[src/rtl/fpcmp_pkg.sv]
package fpcmp_pkg;

    localparam int KEY_W = 63;

    typedef enum logic [1:0] {
        ORD_EQ,
        ORD_LT,
        ORD_GT,
        ORD_UN
    } ord_e;

    typedef enum logic {
        ST_IDLE,
        ST_SHOW
    } st_e;

    typedef struct packed {
        logic             sign;
        logic             nan;
        logic             snan;
        logic             den;
        logic             zero;
        logic [KEY_W-1:0] mag;
    } opnd_t;

    // Fixed flag pattern {N,Z,C,V} for each ordering outcome
    function automatic logic [3:0] nzcv_of(ord_e o);
        logic [3:0] r;
        unique case (o)
            ORD_EQ:  r = 4'b0110;
            ORD_LT:  r = 4'b1000;
            ORD_GT:  r = 4'b0010;
            default: r = 4'b0011;
        endcase
        return r;
    endfunction

endpackage

[src/rtl/fpcmp_class.sv]
module fpcmp_class
    import fpcmp_pkg::*;
#(
    parameter int EXP_W  = 8,
    parameter int FRAC_W = 23
) (
    input  logic [EXP_W+FRAC_W:0] word,
    input  logic                  ftz,
    output opnd_t                 info
);
    localparam int W = 1 + EXP_W + FRAC_W;

    logic [EXP_W-1:0]  expo;
    logic [FRAC_W-1:0] frac;
    logic              exp_max;
    logic              exp_zero;
    logic              frac_nz;
    logic              flush;

    always_comb begin
        expo     = word[W-2:FRAC_W];
        frac     = word[FRAC_W-1:0];
        exp_max  = &expo;
        exp_zero = ~|expo;
        frac_nz  = |frac;
        flush    = ftz & exp_zero & frac_nz;

        info.sign = word[W-1];
        info.nan  = exp_max & frac_nz;
        info.snan = exp_max & frac_nz & ~frac[FRAC_W-1];
        info.den  = exp_zero & frac_nz;
        info.mag  = flush ? '0 : KEY_W'(word[W-2:0]);
        info.zero = (info.mag == '0);
    end
endmodule

[src/rtl/fpcmp_operand.sv]
module fpcmp_operand
    import fpcmp_pkg::*;
#(
    parameter int WORD_W     = 32,
    parameter int SGL_EXP_W  = 8,
    parameter int DBL_EXP_W  = 11
) (
    input  logic [WORD_W-1:0] lo,
    input  logic [WORD_W-1:0] hi,
    input  logic              dbl,
    input  logic              ftz,
    output opnd_t             info
);
    localparam int SGL_FRAC_W = WORD_W - 1 - SGL_EXP_W;
    localparam int DBL_FRAC_W = 2 * WORD_W - 1 - DBL_EXP_W;

    opnd_t sgl_info;
    opnd_t dbl_info;

    fpcmp_class #(.EXP_W(SGL_EXP_W), .FRAC_W(SGL_FRAC_W)) u_sgl (
        .word (lo),
        .ftz  (ftz),
        .info (sgl_info)
    );

    fpcmp_class #(.EXP_W(DBL_EXP_W), .FRAC_W(DBL_FRAC_W)) u_dbl (
        .word ({hi, lo}),
        .ftz  (ftz),
        .info (dbl_info)
    );

    assign info = dbl ? dbl_info : sgl_info;
endmodule

[src/rtl/fpcmp_order.sv]
module fpcmp_order
    import fpcmp_pkg::*;
(
    input  opnd_t a,
    input  opnd_t b,
    output ord_e  ord
);
    always_comb begin
        if (a.nan || b.nan) begin
            ord = ORD_UN;
        end else if (a.zero && b.zero) begin
            ord = ORD_EQ;
        end else if (a.sign != b.sign) begin
            ord = a.sign ? ORD_LT : ORD_GT;
        end else if (a.mag == b.mag) begin
            ord = ORD_EQ;
        end else if ((a.mag < b.mag) ^ a.sign) begin
            ord = ORD_LT;
        end else begin
            ord = ORD_GT;
        end
    end
endmodule

[src/rtl/fpcmp_flag_unit.sv]
module fpcmp_flag_unit
    import fpcmp_pkg::*;
#(
    parameter int WORD_W    = 32,
    parameter int SGL_EXP_W = 8,
    parameter int DBL_EXP_W = 11
) (
    input  logic              clk,
    input  logic              rst_n,
    input  logic              in_valid,
    input  logic              use_double,
    input  logic              cmp_zero,
    input  logic              signal_cmp,
    input  logic              ftz_en,
    input  logic [WORD_W-1:0] a_lo,
    input  logic [WORD_W-1:0] a_hi,
    input  logic [WORD_W-1:0] b_lo,
    input  logic [WORD_W-1:0] b_hi,
    input  logic              inv_clr,
    output logic              out_valid,
    output logic              flag_n,
    output logic              flag_z,
    output logic              flag_c,
    output logic              flag_v,
    output logic              inv_now,
    output logic              inv_sticky,
    output logic              dnm_now
);
    localparam int N_OPND = 2;

    logic [WORD_W-1:0] lane_lo [N_OPND];
    logic [WORD_W-1:0] lane_hi [N_OPND];
    opnd_t             lane_info [N_OPND];

    // Operand B becomes +0.0 in compare-against-zero mode
    always_comb begin
        lane_lo[0] = a_lo;
        lane_hi[0] = a_hi;
        lane_lo[1] = cmp_zero ? '0 : b_lo;
        lane_hi[1] = cmp_zero ? '0 : b_hi;
    end

    for (genvar g = 0; g < N_OPND; g++) begin : g_lane
        fpcmp_operand #(
            .WORD_W    (WORD_W),
            .SGL_EXP_W (SGL_EXP_W),
            .DBL_EXP_W (DBL_EXP_W)
        ) u_opnd (
            .lo   (lane_lo[g]),
            .hi   (lane_hi[g]),
            .dbl  (use_double),
            .ftz  (ftz_en),
            .info (lane_info[g])
        );
    end

    ord_e ord;

    fpcmp_order u_order (
        .a   (lane_info[0]),
        .b   (lane_info[1]),
        .ord (ord)
    );

    logic inv_next;
    logic dnm_next;

    always_comb begin
        if (signal_cmp) begin
            inv_next = (ord == ORD_UN);
        end else begin
            inv_next = lane_info[0].snan | lane_info[1].snan;
        end
        dnm_next = ftz_en & (lane_info[0].den | lane_info[1].den);
    end

    // State register
    st_e state_q;
    st_e state_d;

    always_comb begin
        state_d = state_q;
        unique case (state_q)
            ST_IDLE: if (in_valid)  state_d = ST_SHOW;
            ST_SHOW: if (!in_valid) state_d = ST_IDLE;
            default: state_d = ST_IDLE;
        endcase
    end

    always_ff @(posedge clk) begin
        if (!rst_n) state_q <= ST_IDLE;
        else        state_q <= state_d;
    end

    // Output registers
    logic [3:0] nzcv_q;
    logic       inv_q;
    logic       dnm_q;
    logic       sticky_q;

    always_ff @(posedge clk) begin
        if (!rst_n) begin
            nzcv_q   <= '0;
            inv_q    <= 1'b0;
            dnm_q    <= 1'b0;
            sticky_q <= 1'b0;
        end else begin
            if (in_valid) begin
                nzcv_q <= nzcv_of(ord);
                inv_q  <= inv_next;
                dnm_q  <= dnm_next;
            end
            sticky_q <= (inv_clr ? 1'b0 : sticky_q) | (in_valid & inv_next);
        end
    end

    assign out_valid  = (state_q == ST_SHOW);
    assign flag_n     = nzcv_q[3];
    assign flag_z     = nzcv_q[2];
    assign flag_c     = nzcv_q[1];
    assign flag_v     = nzcv_q[0];
    assign inv_now    = inv_q;
    assign dnm_now    = dnm_q;
    assign inv_sticky = sticky_q;
endmodule

[config.mk]
export PLATFORM = sky130hd
export DESIGN_NAME = fpcmp_flag_unit
export DESIGN_NICKNAME = d
export VERILOG_FILES = /design/src/rtl/fpcmp_pkg.sv /design/src/rtl/fpcmp_class.sv /design/src/rtl/fpcmp_operand.sv /design/src/rtl/fpcmp_order.sv /design/src/rtl/fpcmp_flag_unit.sv
export SDC_FILE = /design/constraint.sdc
export NUM_CORES = 1
export LEC_CHECK = 0
export BUFFER_PORTS_ARGS = -buffer_cell sky130_fd_sc_hd__buf_2
export CAP_MARGIN = 10
export CORE_ASPECT_RATIO = 0.8
export CORE_UTILIZATION = 52
export DETAILED_ROUTE_END_ITERATION = 10
export PLACE_DENSITY = 0.88
export SYNTH_ARGS = -nofsm -noshare
export SYNTH_HDL_FRONTEND = slang
export SYNTH_SLANG_ARGS = --single-unit
[constraint.sdc]
create_clock -name clk -period 11.45 [get_ports clk]
set_input_delay 1.145 -clock clk [delete_from_list [all_inputs] [get_ports clk]]
set_output_delay 1.145 -clock clk [all_outputs]
set_load 0.01 [all_outputs]
## Word-level counts from Yosys, hierarchy flattened

Cells that the tools add are included.

| cells by class | value |
|---|---|
| div/mod/pow operators | 0 |
| $add $sub $neg | 0 |
| equal/unequal tests | 5 |
| multipliers | 0 |
| shifts and indexed selects | 0 |
| multiplexer cells | 18 |
| reduce and logical (&&, ||, !) cells | 23 |
| bitwise operators | 30 |
| magnitude comparators | 1 |

Operators with widths:

| cell | count |
|---|---|
| $logic_not 63->1 | 4 |
| $mux 68 | 2 |
| $mux 63 | 2 |
| $reduce_or 52->1 | 2 |
| $mux 32 | 2 |
| $eq 63x63->1 | 1 |
| $lt 63x63->1 | 1 |
| $mux 31 | 2 |
| $reduce_or 23->1 | 2 |
| $and 1x1->1 | 22 |
| $reduce_and 11->1 | 2 |
| $reduce_or 11->1 | 2 |
| $reduce_and 8->1 | 2 |
| $reduce_or 8->1 | 2 |
| $mux 2 | 6 |
| $pmux 4 s3 | 1 |
| $eq 2x2->1 const B | 2 |
| $logic_not 1->1 | 4 |
| $not 1->1 | 4 |
| $mux 1 | 3 |
| $or 1x1->1 | 3 |
| $eq 2x1->1 const B | 1 |
| $logic_not 2->1 | 1 |
| $logic_and 1x1->1 | 1 |
| other kinds (3) | 3 |

| storage, ports and cells | value |
|---|---|
| bits of input ports | 136 |
| memory bits (read-only) | 0 |
| output and inout port bits | 8 |
| word-level logic and storage cells | 82 |
| register bits after elaboration | 8 |
| memory bits (writable) | 0 |
| bits in latches | 0 |
| memories | 0 |

## Logic depth before layout (Yosys ltp)

Gate-level depths: netlist (run 1).

| depth | value |
|---|---|
| depth in word-level cells | 19 |
| gate-level depth with buffers | 16 |
| depth with buffers taken out | 15 |

## By module

A second synthesis (run 1) with hierarchy kept.

| unflattened totals | value |
|---|---|
| cells, all modules | 870 |
| area, all modules | 7039.3 µm² |

By module, submodules not included:

| module | sequential area each (µm²) | area each (µm²) | cells an instance | instances |
|---|---|---|---|---|
| fpcmp_operand | 0.0 | 913.4 | 76 | 2 |
| fpcmp_order | 0.0 | 1687.9 | 239 | 1 |
| fpcmp_class (g_lane[0].u_opnd.u_dbl ...) | 0.0 | 742.0 | 101 | 2 |
| fpcmp_class (g_lane[0].u_opnd.u_sgl ...) | 0.0 | 648.1 | 87 | 2 |
| fpcmp_flag_unit | 160.2 | 744.5 | 103 | 1 |

## Worst setup path after synthesis (run 1)

Ideal clock, no wire load.

| timing | value |
|---|---|
| path type | input to register |
| from | in b_lo[17] |
| to | reg nzcv_q[3] |
| setup slack | 6976 ps |
| required time | 11366 ps |
| arrival time | 4390 ps |
| setup time | 84 ps |
| path buffers | 1 |
| stages on the path | 16 |
| cell sequence | nor4_1 > nand4_1 > o41ai_4 > or2_2 > mux2i_1 > a21oi_1 > buf_2 > nand2_1 > ha_1 > a21oi_1 > a21oi_1 > a2111oi_0 > o21ai_0 > o21ai_0 > or3b_1 > o31ai_2 |

| on the way | value |
|---|---|
| word-level cells in the longest chain between the ends | 14 |
| elaborated cells on any way between the ends | 26 |
| those cells by class | order compare: 1; eq/ne: 3; mux: 10; bitwise: 5; reduce/logical: 7 |

RTL lines:

| element | line | RTL |
|---|---|---|
| start, declared | fpcmp_flag_unit.sv:17 | `input logic [WORD_W-1:0] b_lo,` |
| $mux 32 * | fpcmp_flag_unit.sv:39 | `lane_lo[1] = cmp_zero ? '0 : b_lo;` |
| $reduce_or 52->1 / $reduce_or 23->1 (equally long branches) | fpcmp_class.sv:25 | `frac_nz = \|frac;` |
| $and 1x1->1 | fpcmp_class.sv:26 | `flush = ftz & exp_zero & frac_nz;` |
| $mux 63 / $mux 31 (equally long branches) | fpcmp_class.sv:32 | `info.mag = flush ? '0 : KEY_W'(word[W-2:0]);` |
| $mux 68 * | fpcmp_operand.sv:32 | `assign info = dbl ? dbl_info : sgl_info;` |
| $lt 63x63->1 | fpcmp_order.sv:17 | `end else if ((a.mag < b.mag) ^ a.sign) begin` |
| $xor 1x1->1 | fpcmp_order.sv:17 |  |
| $mux 2 | fpcmp_order.sv:17 |  |
| $mux 2 | fpcmp_order.sv:15 | `end else if (a.mag == b.mag) begin` |
| $mux 2 | fpcmp_order.sv:13 | `end else if (a.sign != b.sign) begin` |
| $mux 2 | fpcmp_order.sv:11 | `end else if (a.zero && b.zero) begin` |
| $mux 2 * | fpcmp_order.sv:9 | `if (a.nan \|\| b.nan) begin` |
| $eq 2x2->1 (tied with other cells) | fpcmp_pkg.sv:29 | `unique case (o)` |
| $pmux 4 s3 * | fpcmp_pkg.sv:29 |  |
| end signal, assigned | fpcmp_flag_unit.sv:109 | `nzcv_q <= nzcv_of(ord);` |
| end, declared | fpcmp_flag_unit.sv:96 | `logic [3:0] nzcv_q;` |

Mark *: on every way between the ends. The rest lies on a longest branch, timed or not.
A chain may end at the register's enable or synchronous reset.

## Worst setup path in the final report (run 1)

| timing | value |
|---|---|
| from | in a_lo[5] |
| to | reg nzcv_q[1] |

| on the way | value |
|---|---|
| word-level cells in the longest chain between the ends | 13 |
| elaborated cells on any way between the ends | 25 |
| those cells by class | order compare: 1; eq/ne: 3; mux: 9; bitwise: 5; reduce/logical: 7 |

RTL lines:

| element | line | RTL |
|---|---|---|
| start, declared | fpcmp_flag_unit.sv:15 | `input logic [WORD_W-1:0] a_lo,` |
| $reduce_or 52->1 / $reduce_or 23->1 (equally long branches) | fpcmp_class.sv:25 |  |
| $and 1x1->1 | fpcmp_class.sv:26 |  |
| $mux 63 / $mux 31 (equally long branches) | fpcmp_class.sv:32 |  |
| $mux 68 * | fpcmp_operand.sv:32 |  |
| $lt 63x63->1 | fpcmp_order.sv:17 |  |
| $xor 1x1->1 | fpcmp_order.sv:17 |  |
| $mux 2 | fpcmp_order.sv:17 |  |
| $mux 2 | fpcmp_order.sv:15 |  |
| $mux 2 | fpcmp_order.sv:13 |  |
| $mux 2 | fpcmp_order.sv:11 |  |
| $mux 2 * | fpcmp_order.sv:9 |  |
| $eq 2x2->1 (tied with other cells) | fpcmp_pkg.sv:29 |  |
| $pmux 4 s3 * | fpcmp_pkg.sv:29 |  |

Marked as above.

==> impl_metrics.json, run 1 <==
{
  "grt-busiest-layer": "met2",
  "fin_area_um2": 3830,
  "io_pins": 144,
  "cts_resized": 0,
  "synth_edf_count": 0,
  "hold_buffers": 0,
  "p_seq_frac": 0.164,
  "post_drt_wl_per_cell_um": 15.1,
  "clk_latency_ps": 230,
  "period_share": 0.472,
  "avgViaCountPerCell": 6.05,
  "comb_power_share": 0.641,
  "hpwl_um": 8430,
  "diodes": 0,
  "setup_viol": 0,
  "drtPass1Iterations": 5,
  "layout_min_cycle_time_ps": 5400,
  "hold_viol_final": 0,
  "cts_tree": "yes",
  "met1_usage": 0.438,
  "synth-seq-cells": 8,
  "synth_top_area_share": 0.262,
  "avgSynthCellArea_um2": 6.83,
  "yosysTopAreaCell": "ha_1",
  "path_class": "input port to register",
  "clockRootBuffer": "clkbuf_8",
  "pwr_density_cell_nw_per_um2": 48.1,
  "die_area_um2": 6110,
  "synth_area_leaders": "ha_1 (26%), and2_1 (13%), nand2_1 (10%)",
  "yosysMostFrequentCell": "nand2_1",
  "synthArstFlopShare": 0,
  "grt_use_met2": 0.535,
  "switching_share": 0.420,
  "synthXorXnorAreaFrac": 0.00291,
  "netlist_top_cells_count": "nand2_1 (84), and2_1 (64), ha_1 (63), a21oi_1 (34), nor4_1 (29)",
  "synthSimpleGateAreaFrac": 0.475,
  "intPower_mw": 0.107,
  "hold_class": "register to register",
  "power_switching_mw": 0.0774,
  "vias": 3942,
  "grt_usage": 0.319,
  "clock_path_buffers": 2,
  "synthCells": 441,
  "ant_nets": 0,
  "place_ws_ps": 5760,
  "htreeDepth": 1,
  "cts_buffers": 3,
  "required_ps": 11640,
  "synthAdderAreaFrac": 0.262,
  "grt_max_degree": 33,
  "num_rows": 24,
  "grt.overflow.total": 0,
  "clkTransAtPathRegs_ps": 50,
  "fillers": 518,
  "synthToLayoutAreaGrowth_pct": 27.1,
  "rsz0062_at_grt": "false",
  "setup_ws_ps": 6050,
  "start_util": 0.546,
  "fmax_mhz": 185,
  "tightestPinTransition_ps": 797,
  "synth-seq-area-share": 0.0531,
  "post-cts-setup-buffer-count": 0,
  "worstSetupEndpointType": "register",
  "grt_pass1_vias": 3618,
  "antenna_found_initial": 0,
  "fp.dieH_um": 70.1,
  "setup_tns_ps": 0,
  "synth_top_family_by_area": "simple AND/OR/NAND/NOR gates",
  "final_max_slew_viol_count": 0,
  "route.detailed.drc": 0,
  "gr-usage-met3": 0.0426,
  "synth_ff_type": "dfxtp_1",
  "core_area_um2": 5530,
  "ys_warn_count": 0,
  "max_slew_margin": 0.464,
  "critPathMaxFanout": 29,
  "worst_ep_arrival_time_ps": 5590,
  "cap_violations": 0,
  "wirelength_um": 9850,
  "portBuffers": 143,
  "start_kind": "input port",
  "finClkSkew_ps": 0,
  "layout.nets": 775,
  "synthMuxAreaShare": 0.0170,
  "synth_area_um2": 3010,
  "ir_worst_vdd_uv": 52.5,
  "grt_pass1_wl_um": 16000,
  "fp.dieW_um": 87.1,
  "drt_iter0_drc": 177,
  "synth_cell_types": 50,
  "p_leak_nw": 1.80,
  "p_clk_frac": 0.195,
  "placed_area_um2": 3770,
  "syn_nets": 640,
  "gp_congestion": 0.858,
  "layout-drive-gt1-share": 0.277,
  "cts_sinks": 8,
  "status": "finished, final reports clean",
  "synth_compound_area_frac": 0.164
}
==> per-layer routing <==
layer / up-vias / wire [um]
li1: 1915 / -
met1: 1828 / 4460
met2: 181 / 4500
met3: 18 / 756
met4: 0 / 127
met5: - / 0
==> sequential cells by signal (all words and copies together) (netlist names) <==
signal,cells
nzcv_q,4
dnm_now,1
inv_now,1
inv_sticky,1
out_valid,1
==> final cells by class <==
class	count	area (um2)	area share
clock buffer	3	41.3	0.0108
inverter	6	22.5	0.00588
multi-input combinational	413	2780	0.725
sequential	8	160	0.0418
tap	78	97.6	0.0255
timing repair buffer	144	731	0.191
==> logic make-up after synthesis <==
kind of cell	Yosys count
fa+ha+maj	63
flops	8
mux	5
compound gates	75
simple gates	269
buf+inv	20
xor+xnor	1
==> power groups by stage <==
stage	logic [mW]	clock network (mW)	registers, mW
6_report	0.118	0.0360	0.0302
3_3_place_gp	0.111	0	0.0306
4_1_cts	0.116	0.0360	0.0301
5_1_grt	0.132	0.0370	0.0303
2_1_floorplan	0.0661	0	0.0312
3_5_place_dp	0.115	0	0.0306
==> critical path, cell delays in order <==
cell and delay (ps):
buf_2 100, nor4_1 380, nand4_1 250, nor4_2 500, or2_2 230, o21a_1 630
and2_1 230, ha_1 150, nand4_1 190, nor4_1 720, nand4_1 340, nor4_1 360
a21o_1 200, o31a_1 130
==> metrics by stage <==
stage               hold slack [ps]   util  instances  total power, mW
floorplan                       490      -        441           0.0973
global route                    492  0.693        652            0.199
CTS                             475  0.691        651            0.182
global placement                455  0.683        648            0.142
finish                          476  0.693        652            0.184
detailed placement              463  0.683        648            0.146
==> final timing paths <==
path	startpoint	cells past startpoint	slack, ps	end
worst max-delay path	a_lo[5]	14	6050	nzcv_q[1]
worst min-delay path	inv_now	2	480	inv_now
worst max register to register	nzcv_q[1]	3	10780	nzcv_q[1]
worst min register to register	inv_now	2	480	inv_now
==> layout by cell type, fill, tap and decap left out, drive strengths merged, types with 5 or more instances in the layout <==
master	Yosys	final
and2	64	64
nand4	29	29
inv	6	6
ha	63	63
nor3	13	13
a21o	6	6
nor4	30	30
buf	3	144
dfxtp	8	8
o21ai	11	11
nand2b	5	5
nor2	14	14
a21oi	34	34
nand3	13	13
nand2	84	84
(Power assumes the default switching activity.)
==> inputs of run 2 (changes only) <==
- CORE_UTILIZATION: 52 -> 44
- PLACE_DENSITY: 0.88 -> 0.8
- clock period: 11.45 -> 4.9 ns (I/O delays scaled with it)
==> impl_metrics.json, run 2 (synthesis gave the netlist of run 1 again) <==
{
  "vias": 3774,
  "clkTransAtPathRegs_ps": 40,
  "largest_register": "nzcv_q",
  "required_ps": 5040,
  "wirelength_um": 9650,
  "rsz0062_at_grt": "false",
  "diodes": 0,
  "layout.nets": 777,
  "fillers": 635,
  "tightestPinTransition_ps": 736,
  "hold_class": "register to register",
  "htreeDepth": 1,
  "hold_end": "inv_now",
  "grt_usage": 0.266,
  "fp.dieH_um": 76.0,
  "worstSetupEndpointType": "register",
  "crit_buf_inv": 1,
  "critPathMaxFanout": 31,
  "min_from": "inv_now",
  "layout_commonest_cell": "buf_2",
  "drt_iter0_drc": 196,
  "post_drt_wl_per_cell_um": 14.6,
  "largest_reg_flops": 4,
  "drtPass1Iterations": 4,
  "max_slew_margin": 0.508,
  "grt_pass1_wl_um": 15800,
  "hold_viol_final": 0,
  "setup_tns_ps": 0,
  "period_share": 0.916,
  "wl_met1_um": 4630,
  "fmax_mhz": 223,
  "start_kind": "input port",
  "place_ws_ps": 287,
  "cts_buffers": 3,
  "slowest_delay_ps": 560,
  "cts_tree": "yes",
  "ir_worst_vdd_uv": 134,
  "die_area_um2": 7190,
  "cts_sinks": 8,
  "worst-path-stages": 16,
  "synthToLayoutAreaGrowth_pct": 27.6,
  "layout-drive-gt1-share": 0.280,
  "io_pins": 144,
  "rr_worst_depth": 3,
  "final_cell_mix": "buf_2 (143), nand2_1 (84), and2_1 (64)",
  "cts_resized": 0,
  "route.detailed.drc": 0,
  "hpwl_um": 8250,
  "top_layer_used": "met4",
  "r2r_start": "nzcv_q[1]",
  "met3RoutedLength_um": 712,
  "core_area_um2": 6510,
  "grt_max_degree": 33,
  "layout_min_cycle_time_ps": 4490,
  "hold_buffers": 0,
  "antenna_found_initial": 0,
  "clk_latency_ps": 230,
  "post-cts-setup-buffer-count": 0,
  "rrSetupSlack_ps": 4220,
  "pwr_density_cell_nw_per_um2": 110,
  "p_leak_nw": 1.81,
  "finClkSkew_ps": 0,
  "portBuffers": 143,
  "cp_slowest_cell": "nand2_1",
  "grt_pass1_vias": 3533,
  "clock_path_buffers": 2,
  "wl_met2_um": 4240,
  "num_rows": 26,
  "setup_ws_ps": 413,
  "status": "finished, final reports clean",
  "clockRootBuffer": "clkbuf_8",
  "hold_depth": 2,
  "avgViaCountPerCell": 5.72,
  "gp_congestion": 0.872,
  "grt.overflow.total": 0,
  "path_class": "input port to register",
  "r2r-end": "nzcv_q[1]",
  "cp_top_family": "simple AND/OR/NAND/NOR gates",
  "worst_ep_arrival_time_ps": 4630,
  "fp.dieW_um": 94.5,
  "cap_violations": 0,
  "ant_nets": 0,
  "setup_viol": 0,
  "start_util": 0.463,
  "final_max_slew_viol_count": 0,
  "path_cells": "buf_2 -> nor4_1 -> nand4_1 -> nor4_2 -> or2_2 -> mux2i_1 -> nand2_1 -> and2_1 -> ha_1 -> a21oi_1 -> a21oi_1 -> a2111oi_0 -> o21ai_0 -> o21ai_0 -> or3b_1 -> o31ai_2"
}
run 2: per-stage QoR:
stage | cell area, um2 | instances | utilization | hold slack (ps) | power (mW)
2_1_floorplan | 3010 | 441 | - | 490 | 0.227
3_3_place_gp | 3800 | 657 | 0.585 | 458 | 0.335
3_5_place_dp | 3800 | 657 | 0.585 | 460 | 0.341
4_1_cts | 3850 | 660 | 0.591 | 472 | 0.424
5_1_grt | 3850 | 660 | 0.591 | 497 | 0.468
6_report | 3850 | 660 | 0.591 | 468 | 0.424
run 2: tightest hold or removal path, cell delays in order (launching register included):
cell and delay (ps):
dfxtp_1 300, nand2b_1 60, a21oi_1 50
run 2: cell type report:
cell class                 instances  area, um2  area share
multi-input combinational        413       2780       0.723
timing repair buffer             146        738       0.192
sequential                         8        160      0.0416
tap                               84        105      0.0273
clock buffer                       3       41.3      0.0107
inverter                           6       22.5     0.00586
run 2: how the worst max path moves through the flow:
stage | start | to | slack, ps
after floorplan | b_lo[17] | nzcv_q[3] | 1080
after global placement | a_lo[24] | nzcv_q[3] | 440
after detailed placement | a_lo[5] | nzcv_q[3] | 290
after CTS | a_lo[28] | nzcv_q[3] | 500
after global routing | a_lo[24] | nzcv_q[3] | 100
final | a_lo[24] | nzcv_q[3] | 410
run 2: metal layers:
metal | GRT usage | vias up
met2 | 0.425 | 128
li1 | - | 1924
met5 | 0 | -
met1 | 0.387 | 1710
met3 | 0.0299 | 12
met4 | 0.0409 | 0
run 2: where the power goes:
group          switching [mW]  leakage (nW)  internal [mW]
registers             0.00175        0.0657         0.0687
logic                   0.147          1.72          0.127
clock network          0.0266        0.0216         0.0533
total                   0.175          1.81          0.249
